<file path="config.mk">
export PLATFORM = sky130hd
export DESIGN_NAME = irq_halt_ctrl
export DESIGN_NICKNAME = d
export VERILOG_FILES = /design/src/rtl/irqc_pkg.sv /design/src/rtl/irqc_rst_sync.sv /design/src/rtl/irqc_pending.sv /design/src/rtl/irqc_ime.sv /design/src/rtl/irqc_halt.sv /design/src/rtl/irq_halt_ctrl.sv
export SDC_FILE = /design/constraint.sdc
export NUM_CORES = 1
export LEC_CHECK = 0
export ABC_CLOCK_PERIOD_IN_PS = 1300
export BUFFER_PORTS_ARGS = -buffer_cell sky130_fd_sc_hd__buf_2
export CAP_MARGIN = 40
export CORE_AREA = 2 2 39 41
export CTS_BUF_LIST = sky130_fd_sc_hd__clkbuf_4 sky130_fd_sc_hd__clkbuf_8 sky130_fd_sc_hd__clkbuf_16
export DETAILED_ROUTE_END_ITERATION = 16
export DIE_AREA = 0 0 41 43
export GPL_ROUTABILITY_DRIVEN = 1
export SLEW_MARGIN = 20
export SYNTH_ARGS = -nofsm -noshare
export SYNTH_HDL_FRONTEND = slang
export SYNTH_SLANG_ARGS = --single-unit
</file>
<file path="constraint.sdc">
create_clock -name clk -period 1.3 [get_ports clk]
set_input_delay 0.195 -clock clk [delete_from_list [all_inputs] [get_ports clk]]
set_output_delay 0.195 -clock clk [all_outputs]
set_load 0.03 [all_outputs]
</file>
<file path="src/rtl/irqc_pkg.sv">
package irqc_pkg;
  localparam int unsigned IRQC_LINES_DEF = 5;

  // decoded control pulses, one per instruction kind
  typedef struct packed {
    logic di;
    logic ei;
    logic reti;
    logic halt;
  } irqc_op_t;
endpackage

</file>
<file path="src/rtl/irqc_rst_sync.sv">
module irqc_rst_sync #(
  parameter int unsigned STAGES = 2
) (
  input  logic clk,
  input  logic rst_n,
  output logic rst_n_sync
);
  logic [STAGES-1:0] sync_q;

  always_ff @(posedge clk or negedge rst_n) begin
    if (!rst_n) sync_q <= '0;
    else        sync_q <= {sync_q[STAGES-2:0], 1'b1};
  end

  assign rst_n_sync = sync_q[STAGES-1];
endmodule

</file>
<file path="src/rtl/irqc_pending.sv">
module irqc_pending #(
  parameter int unsigned NUM_LINES = 5
) (
  input  logic [NUM_LINES-1:0] line_en,
  input  logic [NUM_LINES-1:0] line_flag,
  output logic                 any_pending
);
  logic [NUM_LINES-1:0] hit;

  for (genvar g = 0; g < NUM_LINES; g++) begin : g_line
    assign hit[g] = line_en[g] & line_flag[g];
  end

  assign any_pending = |hit;
endmodule

</file>
<file path="src/rtl/irqc_ime.sv">
module irqc_ime
  import irqc_pkg::*;
(
  input  logic     clk,
  input  logic     rst_n,
  input  irqc_op_t op,
  input  logic     boundary,
  input  logic     pending,
  input  logic     halted,
  output logic     ime,
  output logic     irq_req
);
  logic ime_q, ime_d, ime_en;
  logic arm_q, arm_d, arm_en;
  logic fire;

  // dispatch request: unmasked pending seen at a boundary or while halted
  assign irq_req = ime_q & pending & (boundary | halted);
  // armed enable takes effect at the next boundary after the enable itself
  assign fire    = arm_q & boundary;

  always_comb begin
    ime_d = ime_q;
    if (fire)    ime_d = 1'b1;
    if (op.reti) ime_d = 1'b1;
    if (op.di)   ime_d = 1'b0;
    if (irq_req) ime_d = 1'b0;
    ime_en = fire | op.reti | op.di | irq_req;
  end

  always_comb begin
    arm_d = arm_q;
    if (fire)              arm_d = 1'b0;
    if (op.ei)             arm_d = 1'b1;
    if (op.di || irq_req)  arm_d = 1'b0;
    arm_en = fire | op.ei | op.di | irq_req;
  end

  always_ff @(posedge clk or negedge rst_n) begin
    if (!rst_n) begin
      ime_q <= 1'b0;
      arm_q <= 1'b0;
    end else begin
      if (ime_en) ime_q <= ime_d;
      if (arm_en) arm_q <= arm_d;
    end
  end

  assign ime = ime_q;

  p_di_clears_r2: assert property (@(posedge clk) disable iff (!rst_n)
    op.di |=> !ime_q);
  p_ei_delayed_r3: assert property (@(posedge clk) disable iff (!rst_n)
    (op.ei && !arm_q && !ime_q && !op.reti) |=> !ime_q);
  p_di_cancels_arm_r4: assert property (@(posedge clk) disable iff (!rst_n)
    op.di |=> !arm_q);
  p_reti_sets_r5: assert property (@(posedge clk) disable iff (!rst_n)
    (op.reti && !op.di && !irq_req) |=> ime_q);
  p_req_clears_ime_r8: assert property (@(posedge clk) disable iff (!rst_n)
    irq_req |=> (!ime_q && !arm_q));
endmodule

</file>
<file path="src/rtl/irqc_halt.sv">
module irqc_halt (
  input  logic clk,
  input  logic rst_n,
  input  logic halt_op,
  input  logic ime,
  input  logic pending,
  input  logic irq_req,
  output logic halted,
  output logic pc_hold
);
  logic halted_q, halted_d, halted_en;
  logic hold_q, hold_d;
  logic bug_case;

  assign bug_case = halt_op & ~ime & pending;

  always_comb begin
    halted_d  = halted_q;
    halted_en = 1'b0;
    if (halted_q) begin
      halted_en = pending;
      halted_d  = 1'b0;
    end else if (halt_op && !bug_case && !irq_req) begin
      halted_en = 1'b1;
      halted_d  = 1'b1;
    end
  end

  assign hold_d = bug_case;

  always_ff @(posedge clk or negedge rst_n) begin
    if (!rst_n) begin
      halted_q <= 1'b0;
      hold_q   <= 1'b0;
    end else begin
      if (halted_en) halted_q <= halted_d;
      hold_q <= hold_d;
    end
  end

  assign halted  = halted_q;
  assign pc_hold = hold_q;

  p_halt_enter_r9: assert property (@(posedge clk) disable iff (!rst_n)
    (halt_op && !halted_q && (ime || !pending) && !irq_req) |=> halted_q);
  p_halt_exit_r10: assert property (@(posedge clk) disable iff (!rst_n)
    (halted_q && pending) |=> !halted_q);
  p_bug_hold_r11: assert property (@(posedge clk) disable iff (!rst_n)
    (halt_op && !ime && pending && !halted_q) |=> (pc_hold && !halted_q));
  p_hold_single_r11: assert property (@(posedge clk) disable iff (!rst_n)
    pc_hold |=> !pc_hold);
endmodule

</file>
<file path="src/rtl/irq_halt_ctrl.sv">
module irq_halt_ctrl
  import irqc_pkg::*;
#(
  parameter int unsigned NUM_LINES = IRQC_LINES_DEF
) (
  input  logic                 clk,
  input  logic                 rst_n,
  input  logic                 di_pulse,
  input  logic                 ei_pulse,
  input  logic                 reti_pulse,
  input  logic                 halt_pulse,
  input  logic                 instr_done,
  input  logic [NUM_LINES-1:0] irq_enable,
  input  logic [NUM_LINES-1:0] irq_flag,
  output logic                 ime,
  output logic                 halted,
  output logic                 irq_req,
  output logic                 pc_hold
);
  localparam int unsigned SYNC_STAGES = 2;

  logic     rst_n_s;
  logic     pending;
  irqc_op_t op;

  assign op = '{di: di_pulse, ei: ei_pulse, reti: reti_pulse, halt: halt_pulse};

  irqc_rst_sync #(.STAGES(SYNC_STAGES)) u_rst (
    .clk        (clk),
    .rst_n      (rst_n),
    .rst_n_sync (rst_n_s)
  );

  irqc_pending #(.NUM_LINES(NUM_LINES)) u_pend (
    .line_en     (irq_enable),
    .line_flag   (irq_flag),
    .any_pending (pending)
  );

  irqc_ime u_ime (
    .clk      (clk),
    .rst_n    (rst_n_s),
    .op       (op),
    .boundary (instr_done),
    .pending  (pending),
    .halted   (halted),
    .ime      (ime),
    .irq_req  (irq_req)
  );

  irqc_halt u_halt (
    .clk     (clk),
    .rst_n   (rst_n_s),
    .halt_op (op.halt),
    .ime     (ime),
    .pending (pending),
    .irq_req (irq_req),
    .halted  (halted),
    .pc_hold (pc_hold)
  );

  p_req_gated_r7: assert property (@(posedge clk) disable iff (!rst_n_s)
    irq_req |-> (ime && (instr_done || halted) && ((irq_enable & irq_flag) != '0)));
endmodule

</file>
**Word level (Yosys, flattened, before mapping)**

Index checks and enable logic that the tools add are counted.

- Bits in registers: 6
- Output and inout port bits: 4
- Word-level logic and storage cells: 43

- Mux-type cells: 10
- Bitwise logic cells: 18
- Reductions and logical operators: 10

Operators by type and width:

| operator | number |
|---|---|
| AND 1 bit | 10 |
| 2-to-1 mux 1 bit | 10 |
| OR 1 bit | 7 |
| OR reduction 5 bit | 1 |
| AND reduction 2 bit | 2 |
| nonzero test 4 bit | 1 |
| nonzero test 3 bit | 1 |
| logical AND 1 bit | 2 |
| logical NOT 1 bit | 2 |
| logical OR 1 bit | 1 |
| inverter 1 bit | 1 |

**Logic depth before layout (Yosys ltp)**

- Depth after elaboration: 8
- Depth in mapped cells: 3
- Depth with buffers taken out: 3

**Cells and area by module**

From an unflattened synthesis, not the netlist that was laid out.

- Cells, all modules: 21
- Area, all modules: 255.2 µm²

By module, submodules not included:

| module | instances | cells each | area an instance (µm²) | sequential area each (µm²) |
|---|---|---|---|---|
| irqc_ime | 1 | 8 | 95.1 | 50.0 |
| irqc_halt | 1 | 7 | 85.1 | 50.0 |
| irqc_rst_sync | 1 | 3 | 53.8 | 50.0 |
| irqc_pending | 1 | 3 | 21.3 | 0.0 |

**Worst setup path after synthesis**

Ideal clock, no wire load.

- Path type: register to register
- From: register u_ime.ime_q, in the netlist u_ime.ime
- To: register u_ime.arm_q
- Setup time: 156 ps
- Arrival: 1334 ps
- Required time: 1144 ps
- Path slack: -189 ps
- Stages on the path, launching flop included: 4
- Buffers on the path: 0
- Period minus slack after synthesis: 1489 ps
- Path through: dfrtp_1 -> o21ai_0 -> a21oi_1 -> nor3_1

- Longest elaborated chain between the ends: 5

RTL lines:

| item | line | RTL |
|---|---|---|
| start, declared | irqc_ime.sv:13 | `logic ime_q, ime_d, ime_en;` |
| start signal, assigned | irqc_ime.sv:44 | `if (ime_en) ime_q <= ime_d;` |
| AND 1 bit * (2 in series) | irqc_ime.sv:18 | `assign irq_req = ime_q & pending & (boundary \| halted);` |
| net irq_req | irq_halt_ctrl.sv:17 | `output logic irq_req,` |
| logical OR 1 bit | irqc_ime.sv:35 | `if (op.di \|\| irq_req) arm_d = 1'b0;` |
| nonzero test 3 bit (no line) | -- |  |
| AND reduction 2 bit (no line) | -- |  |
| end signal, assigned | irqc_ime.sv:45 | `if (arm_en) arm_q <= arm_d;` |
| end, declared | irqc_ime.sv:14 | `logic arm_q, arm_d, arm_en;` |

Mark *: on every way through the listed nets, which the timed path passes. The rest lies on a longest branch.
A chain may end at the register's enable or synchronous reset.

**Final worst setup path**

- From: register u_halt.halted_q, in the netlist u_halt.halted
- To: output irq_req

- Longest elaborated chain between the ends: 2

RTL lines:

| item | line | RTL |
|---|---|---|
| start, declared | irqc_halt.sv:11 | `logic halted_q, halted_d, halted_en;` |
| start signal, assigned | irqc_halt.sv:36 | `if (halted_en) halted_q <= halted_d;` |
| OR 1 bit | irqc_ime.sv:18 |  |
| AND 1 bit | irqc_ime.sv:18 |  |
| end, declared | irq_halt_ctrl.sv:17 |  |

Every way passes these cells.

==> results.cfg <==
[synth]
ys_top_cells_by_count = dfrtp_1, a21oi_1, nand2_1, nor2_1, nor3_1
synthesis.area_um2 = 236
yosysMostFrequentCell = dfrtp_1
synth.avg_cell_area_um2 = 10.7
ys_seq_area_share_pct = 63.5
yosysTopAreaCell = dfrtp_1
synth.area.top_cells = dfrtp_1, a21oi_1, a222oi_1
synth_top_area_share_pct = 63.5
async_reset_ff_share_pct = 100
synth_edf_count = 0
yosys_warnings = 0
syn_nets = 39
synth_seq_cells = 6
ys.flop_type = dfrtp_1
synth.distinct_cells = 12
synthCells = 22

[power_and_ir_drop]
seqPwrFrac_pct = 42.4
power_frac_clock_pct = 35.7
p_leak_nw = 0.228
ir_drop_uv = 313
switching_share_pct = 27.8
power_uw = 497
power.density_nw_per_um2 = 1180
netSwitchingPower_uw = 138
combPwrFrac_pct = 21.9
internal_power_uw = 359

[critical_path]
cp_data_required_time_ns = 1.11
startpoint_type = flip-flop
crit_slowest_cell = dfrtp_1
crit_buf_inv = 1
end_kind = output port
arrival_ns = 1.03
crit_chain = o21ai_1 -> a21oi_2 -> buf_6
cp_max_fo = 4
worstSetupPathType = flip-flop to output port
cpPeakStageDelay_ns = 0.39
crit_family = flip-flops

[sta]
fin_skew_ns = 0.00606
finalCritPeriodShare_pct = 94.1
setup_viol = 0
tns_ns = 0
fin_ws_ns = 0.0770
max_freq_mhz = 818
final_hold_viol_count = 0
whs_ns = 0.0525
timing.final.crit_period_ns = 1.22
rsz0062_at_grt = false
drv_slew = 0

[routing]
dr.pass1.iters = 4
drt_first_iter_violations = 3
wirelength_um = 599
via_per_inst = 4.00
routedWlPerCell_um = 9.22
vias = 260
ant_nets = 0
drc = 0

[global_route]
grt_pass1_vias = 280
grt_max_degree = 5
antenna_found_initial = 0
grt_pass1_wl_um = 1060
grtUsageTotal_pct = 9.69
grt-ovfl-total = 0

[clocking]
clockBufferDepth = 2
cts_tree = yes
cts_buffers = 3
cts.sinks = 6
clkTransAtPathRegs_ns = 0.05
ctsRootBufferMaster = clkbuf_4
clk_latency_ns = 0.25
ctsHtreeMaxLevel = 1

[finish]
n_antenna_cell = 0
area_growth_pct = 78.3
post-route-cell-area_um2 = 422
drive_above_1_share_pct = 55.1
final_nets = 68

[place]
place_area_um2 = 360
dpl_worst_slack_ns = 0.0380
dpl.hpwl_um = 471
gp_congestion = 0.728
io_buffers = 20

[status]
status = complete, no violations

[floorplanning]
num_rows = 14
die_w_um = 41
die_area_um2 = 1760
fp.dieH_um = 43
ios = 21
core-area_um2 = 1380
initial_core_util_pct = 17.1

[flow_run]
drv_cap = 0

[worst_hold_path]
hp-class = flip-flop to asynchronous set/reset pin
-- state kept, by name (all words and copies together) (netlist names) --
name and count:
u_ime.arm_q 1, u_ime.ime 1, u_halt.halted 1, u_halt.pc_hold 1, u_rst.sync_q 2
-- placed cells by master, fill, tap and decap left out --
cell type       n
nor2_1          2
a211oi_1        1
a22oi_1         1
a21oi_1         2
buf_6           1
conb_1          1
nor3_1          2
a222oi_1        1
dfrtp_1         6
nand2_1         2
dlygate4sd3_1   1
o21ai_1         1
and3b_1         1
clkbuf_4        3
buf_2          19
a21oi_2         1
buf_4           3
inv_1           1
-- timing repair --
item	in CTS	in global routing
gates resized for setup	2	1
hold endpoints to repair	2	0
setup buffers	1	2
endpoints found under the setup margin	1	1
hold buffers	1	0
pin swaps	0	1
-- per-stage QoR --
stage | instances | util, %
global placement | 58 | 26.0
finish | 65 | 30.5
CTS | 63 | 29.1
global route | 65 | 30.5
detailed placement | 58 | 26.0
floorplan | 22 | -
-- worst paths after layout --
kind	startpoint	end	slack, ns	depth (start not counted)
setup / recovery	u_halt.halted	irq_req	0.08	3
hold / removal	u_rst.sync_q[1]	u_halt.halted	0.05	0
setup reg to reg	u_halt.halted	u_ime.ime	0.27	4
hold reg to reg	u_rst.sync_q[1]	u_halt.halted	0.05	0
max in group asynchronous	rst_n	u_rst.sync_q[1]	0.93	2
min in group clk	di_pulse	u_ime.arm_q	0.12	2
-- cell families after synthesis --
group | synth area share, %
buf+inv | 1.59
compound gates | 19.0
simple gates | 14.3
flops | 63.5
other cells | 1.59
-- area by class of cell --
class                      count  area, um2
fill                         161        962
inverter                       1       3.75
sequential                     6        150
clock buffer                   3       22.5
tap                           16       20.0
multi-input combinational     15       86.3
timing repair buffer          24        139
-- per-layer routing --
metal / global-route usage [%] / wire [um] / vias to the layer above
li1: - / - / 136
met1: 9.48 / 243 / 117
met2: 13.4 / 304 / 7
met3: 4.71 / 51 / 0
met4: 10.0 / 0 / 0
met5: 0 / 0 / -
-- power groups by stage --
stage               sequential (mW)  clock, mW  combinational [mW]
CTS                           0.211      0.188               0.101
floorplan                     0.233          0              0.0300
global route                  0.212      0.195               0.122
detailed placement            0.216          0              0.0893
global placement              0.216          0              0.0890
finish                        0.211      0.177               0.109
-- worst reg2reg max path: cells and delay by family (launching register included) --
family | cells | cell delay [ns]
AOI/OAI and AO/OA | 2 | 0.22
buffers and inverters | 1 | 0.15
DFF | 1 | 0.40
and+or+nand+nor | 1 | 0.17
Note: power is estimated with default switching activity, not from simulation.
